$ cat src/rtl/sat_pkg.sv
package sat_pkg;
  parameter int unsigned SAT_W = 32;

  typedef enum logic [1:0] {
    OP_ADD  = 2'b00,
    OP_SUB  = 2'b01,
    OP_DADD = 2'b10,
    OP_DSUB = 2'b11
  } sat_op_e;
endpackage

$ cat src/rtl/sat_rst_sync.sv
module sat_rst_sync #(
  parameter int unsigned STAGES = 2
) (
  input  logic clk_i,
  input  logic rst_ni,
  output logic rst_no
);
  logic [STAGES-1:0] pipe_q;
  logic [STAGES-1:0] pipe_d;

  always_comb begin
    pipe_d = {pipe_q[STAGES-2:0], 1'b1};
  end

  always_ff @(posedge clk_i or negedge rst_ni) begin
    if (!rst_ni) pipe_q <= '0;
    else         pipe_q <= pipe_d;
  end

  assign rst_no = pipe_q[STAGES-1];
endmodule

$ cat src/rtl/sat_stage.sv
module sat_stage #(
  parameter int unsigned DATA_W = sat_pkg::SAT_W
) (
  input  logic [DATA_W-1:0] x_i,
  input  logic [DATA_W-1:0] y_i,
  input  logic              sub_i,
  output logic [DATA_W-1:0] y_o,
  output logic              ovf_o
);
  localparam logic [DATA_W-1:0] MAX_V = {1'b0, {(DATA_W-1){1'b1}}};
  localparam logic [DATA_W-1:0] MIN_V = {1'b1, {(DATA_W-1){1'b0}}};

  logic [DATA_W:0] x_ext, y_ext, wide;

  always_comb begin
    x_ext = {x_i[DATA_W-1], x_i};
    y_ext = {y_i[DATA_W-1], y_i};
    wide  = sub_i ? (x_ext - y_ext) : (x_ext + y_ext);
    ovf_o = wide[DATA_W] ^ wide[DATA_W-1];
    if (!ovf_o)              y_o = wide[DATA_W-1:0];
    else if (wide[DATA_W])   y_o = MIN_V;
    else                     y_o = MAX_V;
  end
endmodule

$ cat src/rtl/sat_flag.sv
module sat_flag (
  input  logic clk_i,
  input  logic rst_ni,
  input  logic valid_i,
  input  logic clear_i,
  input  logic sat_i,
  output logic flag_o
);
  logic flag_q, flag_d, flag_en;

  always_comb begin
    flag_en = clear_i | valid_i;
    flag_d  = clear_i ? 1'b0 : (flag_q | sat_i);
  end

  always_ff @(posedge clk_i or negedge rst_ni) begin
    if (!rst_ni)      flag_q <= 1'b0;
    else if (flag_en) flag_q <= flag_d;
  end

  assign flag_o = flag_q;

  p_flag_hold_r9: assert property (@(posedge clk_i) disable iff (!rst_ni)
    (!valid_i && !clear_i) |=> $stable(flag_o));
  p_flag_clear_r10: assert property (@(posedge clk_i) disable iff (!rst_ni)
    clear_i |=> !flag_o);
  p_flag_sticky_r9: assert property (@(posedge clk_i) disable iff (!rst_ni)
    (flag_o && !clear_i) |=> flag_o);
endmodule

$ cat src/rtl/sat_alu.sv
module sat_alu #(
  parameter int unsigned DATA_W     = sat_pkg::SAT_W,
  parameter int unsigned SYNC_DEPTH = 2
) (
  input  logic              clk_i,
  input  logic              rst_ni,
  input  logic              valid_i,
  input  logic              clear_i,
  input  logic [1:0]        op_i,
  input  logic [DATA_W-1:0] a_i,
  input  logic [DATA_W-1:0] b_i,
  output logic [DATA_W-1:0] result_o,
  output logic              sat_o,
  output logic              flag_o
);
  import sat_pkg::*;

  localparam logic [DATA_W-1:0] MAX_V = {1'b0, {(DATA_W-1){1'b1}}};
  localparam logic [DATA_W-1:0] MIN_V = {1'b1, {(DATA_W-1){1'b0}}};

  sat_op_e           op;
  logic              use_dbl, do_sub;
  logic [DATA_W-1:0] dbl_val, rhs;
  logic              dbl_ovf, fin_ovf;
  logic              rst_n;

  always_comb begin
    op      = sat_op_e'(op_i);
    use_dbl = (op == OP_DADD) || (op == OP_DSUB);
    do_sub  = (op == OP_SUB)  || (op == OP_DSUB);
    rhs     = use_dbl ? dbl_val : b_i;
  end

  sat_stage #(.DATA_W(DATA_W)) u_dbl (
    .x_i  (b_i),
    .y_i  (b_i),
    .sub_i(1'b0),
    .y_o  (dbl_val),
    .ovf_o(dbl_ovf)
  );

  sat_stage #(.DATA_W(DATA_W)) u_fin (
    .x_i  (a_i),
    .y_i  (rhs),
    .sub_i(do_sub),
    .y_o  (result_o),
    .ovf_o(fin_ovf)
  );

  assign sat_o = fin_ovf | (use_dbl & dbl_ovf);

  sat_rst_sync #(.STAGES(SYNC_DEPTH)) u_rst (
    .clk_i (clk_i),
    .rst_ni(rst_ni),
    .rst_no(rst_n)
  );

  sat_flag u_flag (
    .clk_i  (clk_i),
    .rst_ni (rst_n),
    .valid_i(valid_i),
    .clear_i(clear_i),
    .sat_i  (sat_o),
    .flag_o (flag_o)
  );

  p_no_overflow_r7: assert property (@(posedge clk_i) disable iff (!rst_n)
    (op_i == 2'b00 && !sat_o) |-> (result_o == a_i + b_i));
  p_clamp_edge_r1: assert property (@(posedge clk_i) disable iff (!rst_n)
    (!op_i[1] && sat_o) |-> (result_o == MAX_V || result_o == MIN_V));
  p_flag_set_r3: assert property (@(posedge clk_i) disable iff (!rst_n)
    (valid_i && sat_o && !clear_i) |=> flag_o);
endmodule

$ cat config.mk
export PLATFORM = sky130hd
export DESIGN_NAME = sat_alu
export DESIGN_NICKNAME = d
export VERILOG_FILES = /design/src/rtl/sat_pkg.sv /design/src/rtl/sat_rst_sync.sv /design/src/rtl/sat_stage.sv /design/src/rtl/sat_flag.sv /design/src/rtl/sat_alu.sv
export SDC_FILE = /design/constraint.sdc
export NUM_CORES = 1
export LEC_CHECK = 0
export CAP_MARGIN = 20
export CORE_MARGIN = 10
export CORE_UTILIZATION = 45
export DETAILED_ROUTE_END_ITERATION = 7
export GPL_TIMING_DRIVEN = 0
export HOLD_SLACK_MARGIN = 0.05
export PLACE_DENSITY = 0.79
export SYNTH_ARGS = -nofsm -noshare
export SYNTH_HDL_FRONTEND = slang
export SYNTH_SLANG_ARGS = --single-unit
$ cat constraint.sdc
create_clock -name clk_i -period 6.8 [get_ports clk_i]
set_input_delay 1.02 -clock clk_i [delete_from_list [all_inputs] [get_ports clk_i]]
set_output_delay 1.02 -clock clk_i [all_outputs]
set_load 0.005 [all_outputs]
=== Word-level counts from Yosys, hierarchy flattened ===
Cells that the tools add are included.

* $add $sub $neg: 3
* Equal/unequal tests: 3
* Mux-type cells: 7
* Bitwise operators: 6
* Reduce and logical (&&, ||, !) cells: 2

{| class="wikitable"
|+ Operators with widths
! cell !! count
|-
| $mux 32 || 5
|-
| $add 32x32->33 || 2
|-
| $mux 33 || 1
|-
| $sub 32x32->33 || 1
|-
| $eq 2x2->1 const B || 2
|-
| $or 1x1->1 || 3
|-
| $eq 2x1->1 const B || 1
|-
| $logic_or 1x1->1 || 2
|-
| $xor 1x1->1 || 2
|-
| $and 1x1->1 || 1
|-
| $mux 1 || 1
|}

* Register bits: 3
* Output and inout bits: 34
* Logic and storage cells: 23

=== Logic depth before layout (Yosys ltp) ===
* Word-level depth: 10
* Gate-level depth with buffers: 27

=== Cells and area by module ===
From an unflattened synthesis, not the netlist that was laid out.

* Cells, all modules: 842
* Area, all modules: 6,054.6 µm²

{| class="wikitable"
|+ Modules (own cells, without submodules)
! module !! times used !! cells an instance !! area an instance (µm²)
|-
| sat_stage at u_dbl || 1 || 400 || 2,741.4
|-
| sat_stage at u_fin || 1 || 397 || 2,670.1
|-
| sat_alu || 1 || 39 || 555.5
|-
| sat_rst_sync || 1 || 3 || 53.8
|-
| sat_flag || 1 || 3 || 33.8
|}

=== Worst setup path after synthesis ===
OpenSTA, ideal clock, no wires.

* Path kind: input to output
* From: in b_i[30]
* To: out result_o[21]
* Data arrival time: 5.616 ns
* Path slack: 0.164 ns
* Cell stages on the path: 25
* Cell sequence: inv_1 > ha_1 > buf_2 > nand2_2 > clkbuf_1 > o22a_1 > o41a_1 > nor4_1 > and2b_1 > and4b_1 > a31oi_1 > xor2_1 > ha_1 > clkbuf_1 > a21oi_1 > nor2_1 > a211oi_1 > o31ai_1 > a311oi_1 > o31ai_1 > xnor2_1 > buf_2 > nand2_2 > buf_2 > a21oi_1

* Word-level cells in the longest chain between the ends: 8
* Elaborated cells between the ends (all ways): 11
* Classes of those cells: add/sub (3); mux (6); bitwise (2)

{| class="wikitable"
|+ Ends and longest elaborated chain
! item !! line !! source
|-
| start, declared || sat_alu.sv:11 || <nowiki>input logic [DATA_W-1:0] b_i,</nowiki>
|-
| $add 32x32->33 || sat_stage.sv:18 || <nowiki>wide = sub_i ? (x_ext - y_ext) : (x_ext + y_ext);</nowiki>
|-
| $mux 32 / $xor 1x1->1 (equally long branches) || sat_stage.sv:21, sat_stage.sv:19 ||
|-
| $mux 32 || sat_stage.sv:20 || <nowiki>if (!ovf_o) y_o = wide[DATA_W-1:0];</nowiki>
|-
| $mux 32 * || sat_alu.sv:31 || <nowiki>rhs = use_dbl ? dbl_val : b_i;</nowiki>
|-
| $add 32x32->33 / $sub 32x32->33 (equally long branches) || sat_stage.sv:18 ||
|-
| $mux 33 * || sat_stage.sv:18 ||
|-
| $mux 32 / $xor 1x1->1 (equally long branches) || sat_stage.sv:21, sat_stage.sv:19 ||
|-
| $mux 32 * || sat_stage.sv:20 ||
|-
| end, declared || sat_alu.sv:12 || <nowiki>output logic [DATA_W-1:0] result_o,</nowiki>
|}

Every way passes the cells marked *; elsewhere a longest branch is shown, timed or not.

=== Worst setup path in the final report ===
* From: in b_i[30]
* To: out result_o[25]

Same word-level chain as after synthesis.

==> metrics.cfg <==
[clock_network]
cts_buffers = 3
clock_path_buffers = 2
h-tree-depth = 1
cts_tree = yes
clkTransAtPathRegs_ns = 0.03
clock-root-buffer = clkbuf_8
worstSkewPairLatency_ns = 0.21
cts_num_sinks = 3

[synthesis]
yosys.area.top_type = ha_1
yosys_most_used_dff = dfrtp_1
avgSynthCellArea_sq_um = 6.45
yosys_warnings = 0
ys_types = 64
seq_area_frac_synth_pct = 2.06
ys_ff_latch = 3
syn_inst = 564
synth_edf_count = 0
synth_area_leaders = ha_1, a21oi_1, o21ai_0, xor2_1, nor2_1
synth_top_area_share_pct = 12.4
synth_nets = 671
async_flop_share_pct = 100
synth_area_sq_um = 3640

[floorplanning]
rows = 32
dieHeight_um = 110
start_util_pct = 46.6
die_area_sq_um = 12100
ioPinCount = 104
core-area_sq_um = 7810
die_w_um = 110

[cells_and_area]
final_cell_mix = clkdlybuf4s50_1, a21oi_1, buf_4
syn2layout_area_growth_pct = 64.7
drive_gt1_share_pct = 31.1
fill_cells = 582
diodes = 0
fin_util_pct = 76.7
layout_commonest_cell = clkdlybuf4s50_1
final_nets = 841

[drt]
drt_iter0_drc = 338
vias = 5190
dr.max_layer_used = met4
wl_um = 17100
wl_per_cell_um = 20.4
first_pass_iters = 5
dr_wl_met2_um = 8410
drc_errors = 0
ant_nets = 0
vias_per_cell = 6.22
met1Wirelength_um = 6810
wl_met3_um = 1140

[timing]
period_share_pct = 101
tns_ns = -0.277
hold_viol = 0
slew_violations = 0
worst_pin_slew_ns = 0.954
finalSetupViolCount = 11
skew_ns = 0.00127
fmax_mhz = 146
fin_ws_ns = -0.0580
rsz0062_at_grt = true
min_period_ns = 6.86
timing.slew.headroom_pct = 35.6

[worst_setup_path]
slowest_delay_ns = 0.34
crit-reg2reg-capture = u_flag.flag_o
cp_top_family = simple AND/OR/NAND/NOR gates
cp_data_arrival_time_ns = 5.84
crit_slowest_cell = and4b_2
reg2reg_depth = 3
reg2reg_from = u_flag.flag_o
critical_path.max_fanout = 10
end_kind = primary output
regToRegSetupSlack_ns = 5.86
worst-path-buf-inv = 8
cp-start-kind = input port
crit_type = input port to primary output
cp_common_cell = buf_6
critPathRequiredTime_ns = 5.78

[grt]
grt_pass1_wl_um = 24300
grt_pass1_vias = 4834
antenna_found_initial = 0
grt_usage_pct = 24.5
grt_max_degree = 11
grt_overflow = 0

[placed_design]
portBuffers = 102
dpl.hpwl_um = 11600
place_congestion = 1.02

[power_and_ir_drop]
p_leak_nw = 2.46
ir_drop_uv = 91.1
p_per_area_nw_per_um2 = 203

[outcome]
violations = setup timing
outcome = complete, but fails checks

[job]
drv_cap = 0

[min_path]
min_from = u_rst.pipe_q[0]
hp-class = flip-flop to flip-flop
hold_path_end = u_rst.pipe_q[1]
min_path_cells = 0

-- area by class of cell --
class                           instances  area [sq um]  area share, %
Clock buffer                            4          45.0          0.752
Buffer                                 27           270           4.51
Timing Repair Buffer                  172          1460           24.4
Tap cell                              102           128           2.13
Inverter                               20          81.3           1.36
Sequential cell                         3          75.1           1.25
Multi-Input combinational cell        507          3930           65.5
-- report_power, final --
| group | total (mW) | leakage [nW] | internal [mW] | switching (mW) |
|---|---|---|---|---|
| sequential | 0.0210 | 0.0363 | 0.0198 | 0.00118 |
| combinational | 1.14 | 2.40 | 0.543 | 0.602 |
| clock | 0.0524 | 0.0228 | 0.0400 | 0.0123 |
-- kinds of logic (layout without fill, tap and decap cells) --
| family | count (synthesis) | count (layout) | synth area share [%] |
|---|---|---|---|
| and+or+nand+nor | 163 | 163 | 23.0 |
| xor gates and xnor gates | 59 | 59 | 14.2 |
| other | 1 | 1 | 0.103 |
| adders and majority gates | 41 | 41 | 14.0 |
| DFF | 3 | 3 | 2.06 |
| AOI/OAI and AO/OA | 239 | 239 | 39.2 |
| muxes | 4 | 4 | 1.20 |
| buffers and inverters | 54 | 223 | 6.23 |
-- layer usage --
layer | up-vias | track usage [%]
met5 | - | 0
met4 | 0 | 8.83
met3 | 58 | 2.81
met2 | 293 | 43.2
met1 | 2449 | 29.8
li1 | 2390 | -
-- what timing repair did --
action                                 CTS  global route
gates cloned                             1             1
gates resized for setup                204           123
hold buffers                             1             0
setup endpoints to repair               33            33
setup buffers                           45            22
endpoints found under the hold margin    1             0
pin swaps                               24            51
-- cell usage after synthesis (4+ instances only) --
| cell type | n |
|---|---|
| a31oi_1 | 14 |
| buf_2 | 7 |
| o21ai_0 | 71 |
| o22a_1 | 6 |
| nand3_1 | 8 |
| and3_1 | 7 |
| o31ai_1 | 6 |
| o22ai_1 | 5 |
| a21oi_1 | 85 |
| nor2b_1 | 9 |
| buf_4 | 4 |
| and2_1 | 5 |
| nor2_1 | 53 |
| nand4_1 | 4 |
| o21bai_1 | 7 |
| nand2b_1 | 12 |
| a21o_1 | 10 |
| inv_1 | 20 |
| clkbuf_1 | 20 |
| a211oi_1 | 6 |
| nor3_1 | 10 |
| nand3b_1 | 5 |
| ha_1 | 36 |
| or3_1 | 5 |
| maj3_1 | 4 |
| o21a_1 | 8 |
| nand2_1 | 29 |
| xnor2_1 | 21 |
| xor2_1 | 38 |
-- registers in the layout, summed over array words and instances (netlist names) --
register       flops
u_flag.flag_o      1
u_rst.pipe_q       2
-- worst max path at each step --
stage,slack (ns),depth (start not counted),from,endpoint
3_3_place_gp,-1.84,27,b_i[30],result_o[24]
4_1_cts,0.00007,28,b_i[30],result_o[7]
5_1_grt,-0.20,28,b_i[30],result_o[25]
2_1_floorplan,0.16,25,b_i[30],result_o[21]
3_5_place_dp,-1.89,27,b_i[30],result_o[24]
6_report,-0.06,27,b_i[30],result_o[25]
-- metrics by stage --
| step | std cells | setup slack (ns) | power [mW] | area (sq um) | hold WS (ns) |
|---|---|---|---|---|---|
| detailed placement | 768 | -1.89 | 0.935 | 4780 | 0.00138 |
| floorplan | 564 | 0.164 | 0.526 | 3640 | -0.00566 |
| CTS | 814 | 0.0000702 | 1.05 | 5460 | 0.364 |
| global placement | 768 | -1.84 | 0.925 | 4780 | -0.000538 |
| global route | 835 | -0.196 | 1.30 | 5990 | 0.377 |
| finish | 835 | -0.0580 | 1.22 | 5990 | 0.363 |
Power figures use the tool's default switching activity.
